<file path="src/rtl/gpio_mmio_pkg.sv">
package gpio_mmio_pkg;

   localparam int ADDR_W = 3;

   typedef enum logic [ADDR_W-1:0] {
      RA_DATA = 3'd0,
      RA_SET  = 3'd1,
      RA_CLR  = 3'd2,
      RA_DIR  = 3'd3
   } gpio_reg_e;

   // Bus bit that carries logical pin n after optional mirroring and lane swap.
   function automatic int lane_src(input int n, input int width,
                                   input bit mirror, input bit swap);
      int k;
      k = mirror ? (width - 1 - n) : n;
      if (swap)
         return 8 * ((width / 8) - 1 - (k / 8)) + (k % 8);
      return k;
   endfunction

endpackage

</file>
<file path="src/rtl/gpio_lane_map.sv">
module gpio_lane_map #(
   parameter int WIDTH     = 16,
   parameter bit BIT_REV   = 1'b0,
   parameter bit BYTE_SWAP = 1'b0
) (
   input  logic [WIDTH-1:0] src,
   output logic [WIDTH-1:0] dst
);
   // Mirror and lane swap commute and are each self-inverse, so the
   // same wiring serves bus-to-pin and pin-to-bus directions.
   for (genvar n = 0; n < WIDTH; n++) begin : g_bit
      localparam int SRC = gpio_mmio_pkg::lane_src(n, WIDTH, BIT_REV, BYTE_SWAP);
      assign dst[n] = src[SRC];
   end
endmodule

</file>
<file path="src/rtl/gpio_in_sync.sv">
module gpio_in_sync #(
   parameter int WIDTH  = 16,
   parameter int STAGES = 2
) (
   input  logic             clk,
   input  logic             rst,
   input  logic [WIDTH-1:0] d,
   output logic [WIDTH-1:0] q
);
   if (STAGES < 2) begin : g_bad_stages
      $error("gpio_in_sync: STAGES must be at least 2");
   end

   logic [WIDTH-1:0] stg [STAGES];

   always_ff @(posedge clk) begin
      if (rst) begin
         for (int i = 0; i < STAGES; i++) stg[i] <= '0;
      end else begin
         stg[0] <= d;
         for (int i = 1; i < STAGES; i++) stg[i] <= stg[i-1];
      end
   end

   assign q = stg[STAGES-1];
endmodule

</file>
<file path="src/rtl/gpio_out_regs.sv">
module gpio_out_regs #(
   parameter int WIDTH        = 16,
   parameter bit HAS_CLEAR    = 1'b1,
   parameter bit DIR_IS_INPUT = 1'b0,
   parameter bit INPUT_ONLY   = 1'b0
) (
   input  logic             clk,
   input  logic             rst,
   input  logic [WIDTH-1:0] wr_val,
   input  logic             we_data,
   input  logic             we_set,
   input  logic             we_clr,
   input  logic             we_dir,
   output logic [WIDTH-1:0] latch_q,
   output logic [WIDTH-1:0] dir_q,
   output logic [WIDTH-1:0] oe
);
   localparam logic [WIDTH-1:0] DIR_RST = {WIDTH{DIR_IS_INPUT}};

   logic [WIDTH-1:0] latch_d;

   always_comb begin
      latch_d = latch_q;
      if (!INPUT_ONLY) begin
         if (we_data)
            latch_d = wr_val;
         else if (we_set)
            latch_d = HAS_CLEAR ? (latch_q | wr_val) : wr_val;
         else if (we_clr && HAS_CLEAR)
            latch_d = latch_q & ~wr_val;
      end
   end

   always_ff @(posedge clk) begin
      if (rst) begin
         latch_q <= '0;
         dir_q   <= DIR_RST;
      end else begin
         latch_q <= latch_d;
         if (we_dir) dir_q <= wr_val;
      end
   end

   if (INPUT_ONLY) begin : g_no_drive
      assign oe = '0;
   end else if (DIR_IS_INPUT) begin : g_dir_in
      assign oe = ~dir_q;
   end else begin : g_dir_out
      assign oe = dir_q;
   end
endmodule

</file>
<file path="src/rtl/gpio_mmio_ctrl.sv">
module gpio_mmio_ctrl #(
   parameter int WIDTH        = 16,
   parameter bit DIR_IS_INPUT = 1'b0,
   parameter bit BIT_REV      = 1'b0,
   parameter bit BYTE_SWAP    = 1'b0,
   parameter bit HAS_CLEAR    = 1'b1,
   parameter bit INPUT_ONLY   = 1'b0,
   parameter int SYNC_STAGES  = 2
) (
   input  logic                           clk,
   input  logic                           rst,
   input  logic                           bus_wr,
   input  logic [gpio_mmio_pkg::ADDR_W-1:0] bus_addr,
   input  logic [WIDTH-1:0]               bus_wdata,
   output logic [WIDTH-1:0]               bus_rdata,
   input  logic [WIDTH-1:0]               pin_in,
   output logic [WIDTH-1:0]               pin_out,
   output logic [WIDTH-1:0]               pin_oe
);
   import gpio_mmio_pkg::*;

   if (!(WIDTH == 8 || WIDTH == 16 || WIDTH == 32 || WIDTH == 64)) begin : g_bad_width
      $error("gpio_mmio_ctrl: WIDTH must be 8, 16, 32 or 64");
   end
   if (BYTE_SWAP && WIDTH == 64) begin : g_bad_swap
      $error("gpio_mmio_ctrl: big-endian lanes unsupported at 64 bits");
   end

   logic [WIDTH-1:0] wr_logical;
   logic [WIDTH-1:0] rd_logical;
   logic [WIDTH-1:0] pins_sync;
   logic [WIDTH-1:0] latch_q;
   logic [WIDTH-1:0] dir_q;
   logic             we_data, we_set, we_clr, we_dir;

   gpio_lane_map #(.WIDTH(WIDTH), .BIT_REV(BIT_REV), .BYTE_SWAP(BYTE_SWAP)) u_wmap (
      .src(bus_wdata), .dst(wr_logical));

   gpio_lane_map #(.WIDTH(WIDTH), .BIT_REV(BIT_REV), .BYTE_SWAP(BYTE_SWAP)) u_rmap (
      .src(rd_logical), .dst(bus_rdata));

   gpio_in_sync #(.WIDTH(WIDTH), .STAGES(SYNC_STAGES)) u_sync (
      .clk(clk), .rst(rst), .d(pin_in), .q(pins_sync));

   assign we_data = bus_wr && (bus_addr == RA_DATA);
   assign we_set  = bus_wr && (bus_addr == RA_SET);
   assign we_clr  = bus_wr && (bus_addr == RA_CLR);
   assign we_dir  = bus_wr && (bus_addr == RA_DIR);

   gpio_out_regs #(
      .WIDTH(WIDTH), .HAS_CLEAR(HAS_CLEAR),
      .DIR_IS_INPUT(DIR_IS_INPUT), .INPUT_ONLY(INPUT_ONLY)
   ) u_regs (
      .clk(clk), .rst(rst), .wr_val(wr_logical),
      .we_data(we_data), .we_set(we_set), .we_clr(we_clr), .we_dir(we_dir),
      .latch_q(latch_q), .dir_q(dir_q), .oe(pin_oe));

   always_comb begin
      case (bus_addr)
         RA_DATA: rd_logical = pins_sync;
         RA_SET:  rd_logical = latch_q;
         RA_DIR:  rd_logical = dir_q;
         default: rd_logical = '0;
      endcase
   end

   assign pin_out = latch_q;
endmodule

</file>
<file path="config.mk">
export PLATFORM = sky130hd
export DESIGN_NAME = gpio_mmio_ctrl
export DESIGN_NICKNAME = d
export VERILOG_FILES = /design/src/rtl/gpio_mmio_pkg.sv /design/src/rtl/gpio_lane_map.sv /design/src/rtl/gpio_in_sync.sv /design/src/rtl/gpio_out_regs.sv /design/src/rtl/gpio_mmio_ctrl.sv
export SDC_FILE = /design/constraint.sdc
export NUM_CORES = 1
export LEC_CHECK = 0
export BUFFER_PORTS_ARGS = -buffer_cell sky130_fd_sc_hd__buf_2
export CAP_MARGIN = 20
export CORE_UTILIZATION = 49
export CTS_CLUSTER_SIZE = 30
export DETAILED_ROUTE_END_ITERATION = 10
export PLACE_DENSITY = 0.82
export SLEW_MARGIN = 20
export SYNTH_ARGS = -nofsm -noshare
export SYNTH_HDL_FRONTEND = slang
export SYNTH_HIERARCHICAL = 1
export SYNTH_SLANG_ARGS = --single-unit
</file>
<file path="constraint.sdc">
create_clock -name clk -period 2.13 [get_ports clk]
set_input_delay 0.5325 -clock clk [delete_from_list [all_inputs] [get_ports clk]]
set_output_delay 0.5325 -clock clk [all_outputs]
set_load 0.01 [all_outputs]
</file>
==> insert_results.sql, run 1 <==
INSERT INTO impl_metrics (metric_group, metric, value, unit) VALUES
('power', 'power_frac_seq', '49.7', '%'),
('timing', 'period_share', '96.2', '%'),
('setup_path', 'timing.critical_path.buf_inv', '3', ''),
('cells_and_area', 'fill_cells', '563', ''),
('setup_path', 'cp_slowest_cell', 'a211oi_1', ''),
('timing', 'worst_slack', '79.9', 'ps'),
('power', 'share_clk_of_total_power', '40.2', '%'),
('timing', 'maxSlewHeadroom', '59.1', '%'),
('clocking', 'worst_setup_hold_path_clk_slew', '70', 'ps'),
('placement', 'pre_cts_slack', '38.6', 'ps'),
('power', 'areal_power_density_over_the_cells', '788', 'nW/um^2'),
('global_routing', 'first_global_vias', '1853', ''),
('clocking', 'max_clock_buf_depth', '2', ''),
('die', 'core_area', '5990', 'um^2'),
('placement', 'detailed_place_hpwl', '4.19', 'mm'),
('setup_path', 'crit_type', 'primary input to output port', ''),
('drt', 'met2_length', '2.77', 'mm'),
('power', 'static-leakage-power', '0.00141', 'uW'),
('setup_path', 'crit_top_cell', 'buf_2', ''),
('global_routing', 'overflow', '0', ''),
('timing', 'rsz0062_at_grt', 'false', ''),
('die', 'effective_utilization_at_floorplan', '51.2', '%'),
('drt', 'routed-wl-met3', '487', 'um'),
('setup_path', 'number_of_cells_on_the_critical_path', '5', ''),
('cells_and_area', 'syn_to_final_growth', '5.30', '%'),
('timing', 'report.final.slew_viol_count', '0', ''),
('clocking', 'total_clock_buffers_created_by_cts', '9', ''),
('global_routing', 'grt_max_degree', '65', ''),
('global_routing', 'global_route_wire_length_before_repair', '9.33', 'mm'),
('drt', 'route.top_layer_used', 'met4', ''),
('power', 'power.internal', '1900', 'uW'),
('placement', 'port_buffers', '85', ''),
('clocking', 'clk-insertion-delay-late', '330', 'ps'),
('power', 'power.share.switching', '25.4', '%'),
('timing', 'fin_setup_tns', '0', 'ps'),
('placement', 'finalWeightedCongestion', '0.907', ''),
('timing', 'worst_skew', '5.48', 'ps'),
('logic_synthesis', 'synthesis.instances', '317', ''),
('clocking', 'cts-hold-fix-buffers', '0', ''),
('power', 'switching_power', '647', 'uW'),
('clocking', 'ctsRootBufferMaster', 'clkbuf_8', ''),
('job', 'reported_max_cap_violation_count', '0', ''),
('hold_path', 'worstHoldStart', 'pin_in[7]', ''),
('logic_synthesis', 'mappedNetlistArea', '3070', 'um^2'),
('setup_path', 'critPathLaunch', 'bus_addr[0]', ''),
('clocking', 'h-tree-depth', '3', ''),
('clocking', 'cts-resized-gates', '0', ''),
('global_routing', 'global_route.usage.total', '19.2', '%'),
('setup_path', 'critical-path-top-delay-family', 'buffers and inverters', ''),
('cells_and_area', 'layout_commonest_cell', 'buf_2', ''),
('timing', 'max_slew.worst_pin.slew', '614', 'ps'),
('cells_and_area', 'most-common-layout-cells', '85 x buf_2, 64 x dfxtp_1, 32 x mux2i_1, 32 x nor2_1, 32 x nor2b_1', ''),
('die', 'fp.dieArea', '6580', 'um^2'),
('cells_and_area', 'layout.nets', '372', ''),
('hold_path', 'hold-path-cell-count', '2', ''),
('drt', 'drcViolationCount', '0', ''),
('timing', 'fmax', '488', 'MHz'),
('timing', 'timing.final.crit_period', '2050', 'ps'),
('setup_path', 'cpPeakStageDelay', '310', 'ps'),
('die', 'die_width', '81.1', 'um'),
('setup_path', 'cp.arrival', '1520', 'ps'),
('clocking', 'clkSinkCount', '64', ''),
('drt', 'drtAntennaViolNets', '0', ''),
('timing', 'final-setup-viol-count', '0', ''),
('logic_synthesis', 'post_synth.cell_area_avg', '9.68', 'um^2'),
('clocking', 'tritoncts', 'built', ''),
('cells_and_area', 'antenna-diode-count', '0', ''),
('outcome', 'outcome', 'completed', ''),
('setup_path', 'worstSetupStartpointType', 'primary input', ''),
('power', 'share_comb_of_total_power', '10.2', '%'),
('die', 'placement_rows', '28', '');
==> cells in the mapped netlist <==
master	instances	area (um^2)
nor2_1	32	120
buf_6	3	33.8
buf_4	69	518
nand2_1	16	60.1
inv_2	1	3.75
buf_2	5	25.0
clkbuf_4	1	7.51
nor4bb_1	1	10.0
mux2i_1	32	320
a211oi_1	16	120
buf_12	1	20.0
nor4b_2	2	30.0
inv_1	1	3.75
or2_1	1	6.26
dfxtp_1	64	1280
a21boi_0	10	75.1
clkbuf_1	6	22.5
buf_8	1	15.0
a21boi_1	6	45.0
a32oi_1	16	140
and4b_1	1	10.0
nor2b_1	32	200
==> area by class of cell <==
type | count | area, um^2 | area share (%)
well taps | 75 | 93.8 | 2.90
clock inverters | 7 | 71.3 | 2.21
repair buffers | 92 | 515 | 16.0
inverters | 2 | 7.51 | 0.232
flip-flops and latches | 64 | 1280 | 39.7
clock buffers | 9 | 124 | 3.83
multi-input cells | 165 | 1140 | 35.2
==> worst max-delay path by stage <==
stage	to	slack (ps)
after floorplan	flop	320
after global placement	bus_rdata[2]	140
after detailed placement	flop	40
after CTS	bus_rdata[11]	90
after global routing	bus_rdata[11]	20
final	bus_rdata[11]	80
==> per-stage QoR <==
stage | instances | cell area (um^2) | hold slack (ps)
final | 414 | 3230 | 407
after global routing | 414 | 3230 | 388
after CTS | 414 | 3230 | 390
after detailed placement | 398 | 3040 | 420
after global placement | 398 | 3040 | 424
after floorplan | 317 | 3070 | 414
==> layer usage <==
layer / up-vias / GRT usage [%]
li1: 1043 / -
met1: 950 / 25.0
met2: 105 / 27.4
met3: 19 / 5.39
met4: 0 / 12.7
met5: - / 0
==> logic make-up (layout without fill, tap and decap cells) <==
kind of cell | Yosys count | in the layout | share of synthesized area [%]
and+or+nand+nor | 85 | 85 | 14.2
AOI/OAI and AO/OA | 48 | 48 | 12.4
DFF | 64 | 64 | 41.8
muxes | 32 | 32 | 10.4
buffers and inverters | 88 | 110 | 21.2
==> power groups by stage <==
stage | clock network [uW] | logic, uW | registers [uW]
after floorplan | 0 | 229 | 1290
after global placement | 0 | 250 | 1290
after detailed placement | 0 | 258 | 1290
after CTS | 1050 | 259 | 1260
after global routing | 1100 | 283 | 1270
final | 1020 | 259 | 1270
Power figures use the tool's default switching activity.
==> inputs of run 2 (changes only) <==
Settings changed: PLACE_DENSITY 0.82 to 0.84, SYNTH_HIERARCHICAL 1 to not set.
==> run 2 against run 1 <==
  * Critical path depth stayed put
  * First-iteration DRC count decreased by 43%
  * Fmax rose by 2.3%
  * Critical path type unchanged
==> insert_results.sql, run 2 <==
INSERT INTO impl_metrics (metric_group, metric, value, unit) VALUES
('outcome', 'outcome', 'completed', ''),
('power', 'switching_power', '563', 'uW'),
('cells_and_area', 'most-common-layout-cells', '84 x buf_2, 64 x dfxtp_1, 32 x nand2_1, 32 x nor2b_1', ''),
('logic_synthesis', 'synth_top_cells_by_count', '64 x dfxtp_1, 32 x nand2_1, 32 x nor2b_1', ''),
('global_routing', 'global_route.usage.total', '22.2', '%'),
('cells_and_area', 'fill_cells', '421', ''),
('logic_synthesis', 'postSynth.topFlopCell', 'dfxtp_1', ''),
('timing', 'final-setup-viol-count', '0', ''),
('drt', 'drt_pre_antenna_iters', '4', ''),
('drt', 'first_iter_violations', '175', ''),
('cells_and_area', 'syn_to_final_growth', '24.6', '%'),
('cells_and_area', 'layout.nets', '375', ''),
('timing', 'worst_skew', '0.395', 'ps'),
('setup_path', 'critPathLaunch', 'bus_addr[1]', ''),
('timing', 'period_share', '94.0', '%'),
('setup_path', 'critical_path.endpoint', 'bus_rdata[8]', ''),
('placement', 'detailed_place.area', '2980', 'um^2'),
('timing', 'maxSlewHeadroom', '53.6', '%'),
('die', 'placement_rows', '25', ''),
('logic_synthesis', 'mappedNetlistNets', '291', ''),
('clocking', 'h-tree-depth', '3', ''),
('setup_path', 'cp.arrival', '1470', 'ps'),
('die', 'die-height', '73.8', 'um'),
('timing', 'final_hold_viol_count', '0', ''),
('power', 'max-vdd-ir-drop', '0.000490', 'V'),
('timing', 'rsz0062_at_grt', 'false', ''),
('logic_synthesis', 'synth.most_common_cell', 'dfxtp_1', ''),
('logic_synthesis', 'synth_cell_types', '21', ''),
('logic_synthesis', 'ys.warnings.count', '0', ''),
('clocking', 'post_cts.repair.setup_buffers', '0', ''),
('power', 'power_frac_seq', '53.7', '%'),
('logic_synthesis', 'synthArstFlopShare', '0', '%'),
('setup_path', 'ff2ff_setup_slack', '1450', 'ps'),
('global_routing', 'number_of_antenna_violations_at_the_first_check_in_global_routing', '0', ''),
('clocking', 'ctsRootBufferMaster', 'clkbuf_8', ''),
('setup_path', 'largest_fanout_of_any_net_on_the_critical_path', '20', ''),
('setup_path', 'timing.reg2reg.worst_path_depth', '1', ''),
('setup_path', 'worstSetupStartpointType', 'primary input', ''),
('cells_and_area', 'utilization', '64.8', '%'),
('placement', 'detailed_place_hpwl', '4.06', 'mm'),
('die', 'core_area', '4850', 'um^2'),
('global_routing', 'first_global_vias', '1803', ''),
('timing', 'max_slew.worst_pin.slew', '695', 'ps'),
('drt', 'wirelength', '5.69', 'mm'),
('drt', 'drcViolationCount', '0', ''),
('setup_path', 'crit_type', 'primary input to output port', ''),
('cells_and_area', 'layout_commonest_cell', 'buf_2', ''),
('global_routing', 'grt_max_degree', '36', ''),
('placement', 'port_buffers', '85', ''),
('setup_path', 'worst_setup_path_end_kind', 'output port', ''),
('drt', 'route.vias.total', '2119', ''),
('power', 'share_comb_of_total_power', '9.6', '%'),
('hold_path', 'min-delay-path-class', 'primary input to flop', ''),
('die', 'effective_utilization_at_floorplan', '52.0', '%'),
('timing', 'report.final.slew_viol_count', '0', ''),
('power', 'static-leakage-power', '0.00142', 'uW'),
('logic_synthesis', 'mappedNetlistArea', '2520', 'um^2'),
('logic_synthesis', 'synth_sequential_area_ratio', '50.8', '%'),
('logic_synthesis', 'synth.top_cells.by_area', 'dfxtp_1 51%, nor2b_1 7.9%, mux2_2 7.1%', ''),
('logic_synthesis', 'synthesis.instances', '253', ''),
('cells_and_area', 'post-route-cell-area', '3140', 'um^2'),
('power', 'power.internal', '1790', 'uW'),
('cells_and_area', 'antenna-diode-count', '0', ''),
('power', 'areal_power_density_over_the_cells', '747', 'nW/um^2'),
('cells_and_area', 'multi_input_comb_area', '1110', 'um^2'),
('drt', 'wl_per_cell', '14.0', 'um'),
('power', 'power.share.switching', '24.0', '%'),
('global_routing', 'global_route_wire_length_before_repair', '8.70', 'mm'),
('cells_and_area', 'seqCellArea', '1280', 'um^2'),
('timing', 'timing.final.crit_period', '2000', 'ps'),
('clocking', 'clkSinkCount', '64', ''),
('logic_synthesis', 'synth_top_cell_by_area', 'dfxtp_1', ''),
('drt', 'drtAntennaViolNets', '0', ''),
('clocking', 'total_clock_buffers_created_by_cts', '9', ''),
('cells_and_area', 'drive_gt1_share', '39.1', '%'),
('clocking', 'tritoncts', 'built', ''),
('global_routing', 'overflow', '0', ''),
('die', 'io_pins', '86', ''),
('logic_synthesis', 'synth_top_area_share', '50.8', '%'),
('logic_synthesis', 'synth-edff-count', '0', ''),
('placement', 'finalWeightedCongestion', '0.822', ''),
('logic_synthesis', 'post_synth.cell_area_avg', '9.97', 'um^2'),
('logic_synthesis', 'ys_seq_elements', '64', ''),
('power', 'share_clk_of_total_power', '36.6', '%'),
('job', 'reported_max_cap_violation_count', '0', ''),
('setup_path', 'timing.critical_path.required', '1600', 'ps'),
('clocking', 'worst_setup_hold_path_clk_slew', '60', 'ps'),
('timing', 'fmax', '499', 'MHz'),
('clocking', 'clk-insertion-delay-late', '340', 'ps'),
('hold_path', 'hold-path-cell-count', '2', ''),
('drt', 'avgViaCountPerCell', '5.21', ''),
('die', 'die_width', '73.8', 'um'),
('die', 'fp.dieArea', '5440', 'um^2'),
('clocking', 'max_clock_buf_depth', '2', '');
==> run 2: layer usage <==
metal,GRT usage [%],up-vias,share of wire [%]
met5,0,-,0
met4,14.3,0,3.3
met3,5.76,15,7.4
met2,32.7,93,44
met1,28.8,952,46
li1,-,1059,-
==> run 2: critical path: stages <==
cell	delay (ps)
buf_6	180
mux2_2	370
a22oi_1	180
nor2_1	50
buf_2	150
==> run 2: what timing repair did <==
| action | 4_1_cts | 5_1_grt |
|---|---|---|
| gates resized for setup | 1 | 1 |
| endpoints found under the hold margin | 0 | 0 |
| setup endpoints to repair | 16 | 2 |
| hold buffers | 0 | 0 |
==> run 2: final cells by class <==
class                           instances  area share (%)
Inverter                                1           0.119
Clock inverter                          1           0.159
Tap cell                               67            2.67
Timing Repair Buffer                   95            16.1
Clock buffer                           13            4.74
Sequential cell                        64            40.8
Multi-Input combinational cell        166            35.4
==> run 2: power groups by stage <==
| stage | Sequential (uW) | Clock [uW] | Combinational [uW] |
|---|---|---|---|
| after global routing | 1270 | 925 | 250 |
| after global placement | 1290 | 0 | 219 |
| after floorplan | 1290 | 0 | 131 |
| after CTS | 1260 | 876 | 226 |
| after detailed placement | 1290 | 0 | 225 |
| final | 1260 | 861 | 226 |
==> run 2: cells by family after synthesis <==
family,count (synthesis),synth area share (%)
flops,64,50.8
simple gates,86,17.6
mux,16,7.14
compound gates,64,19.4
buf+inv,23,5.06
==> run 2: per-stage QoR <==
| step | hold WS (ps) | setup TNS [ps] | std cells | setup WS (ps) | power, uW |
|---|---|---|---|---|---|
| after floorplan | 414 | 0 | 253 | 184 | 1420 |
| after global placement | 420 | -405 | 393 | -56.8 | 1510 |
| after detailed placement | 420 | -613 | 393 | -80.4 | 1510 |
| after CTS | 387 | 0 | 407 | 53.0 | 2360 |
| after global routing | 399 | 0 | 407 | 59.9 | 2440 |
| final | 399 | 0 | 407 | 127 | 2350 |
==> run 2: worst min path at each step <==
stage / startpoint / slack (ps) / end
after global placement: u_sync.stg[0][14]$_SDFF_PP0_ / 420 / u_sync.stg[0][30]$_SDFF_PP0_
after floorplan: u_sync.stg[0][0]$_SDFF_PP0_ / 410 / u_sync.stg[0][16]$_SDFF_PP0_
after detailed placement: u_sync.stg[0][3]$_SDFF_PP0_ / 420 / u_sync.stg[0][19]$_SDFF_PP0_
after global routing: pin_in[7] / 400 / u_sync.stg[0][7]$_SDFF_PP0_
after CTS: pin_in[3] / 390 / u_sync.stg[0][3]$_SDFF_PP0_
final: pin_in[8] / 400 / u_sync.stg[0][8]$_SDFF_PP0_
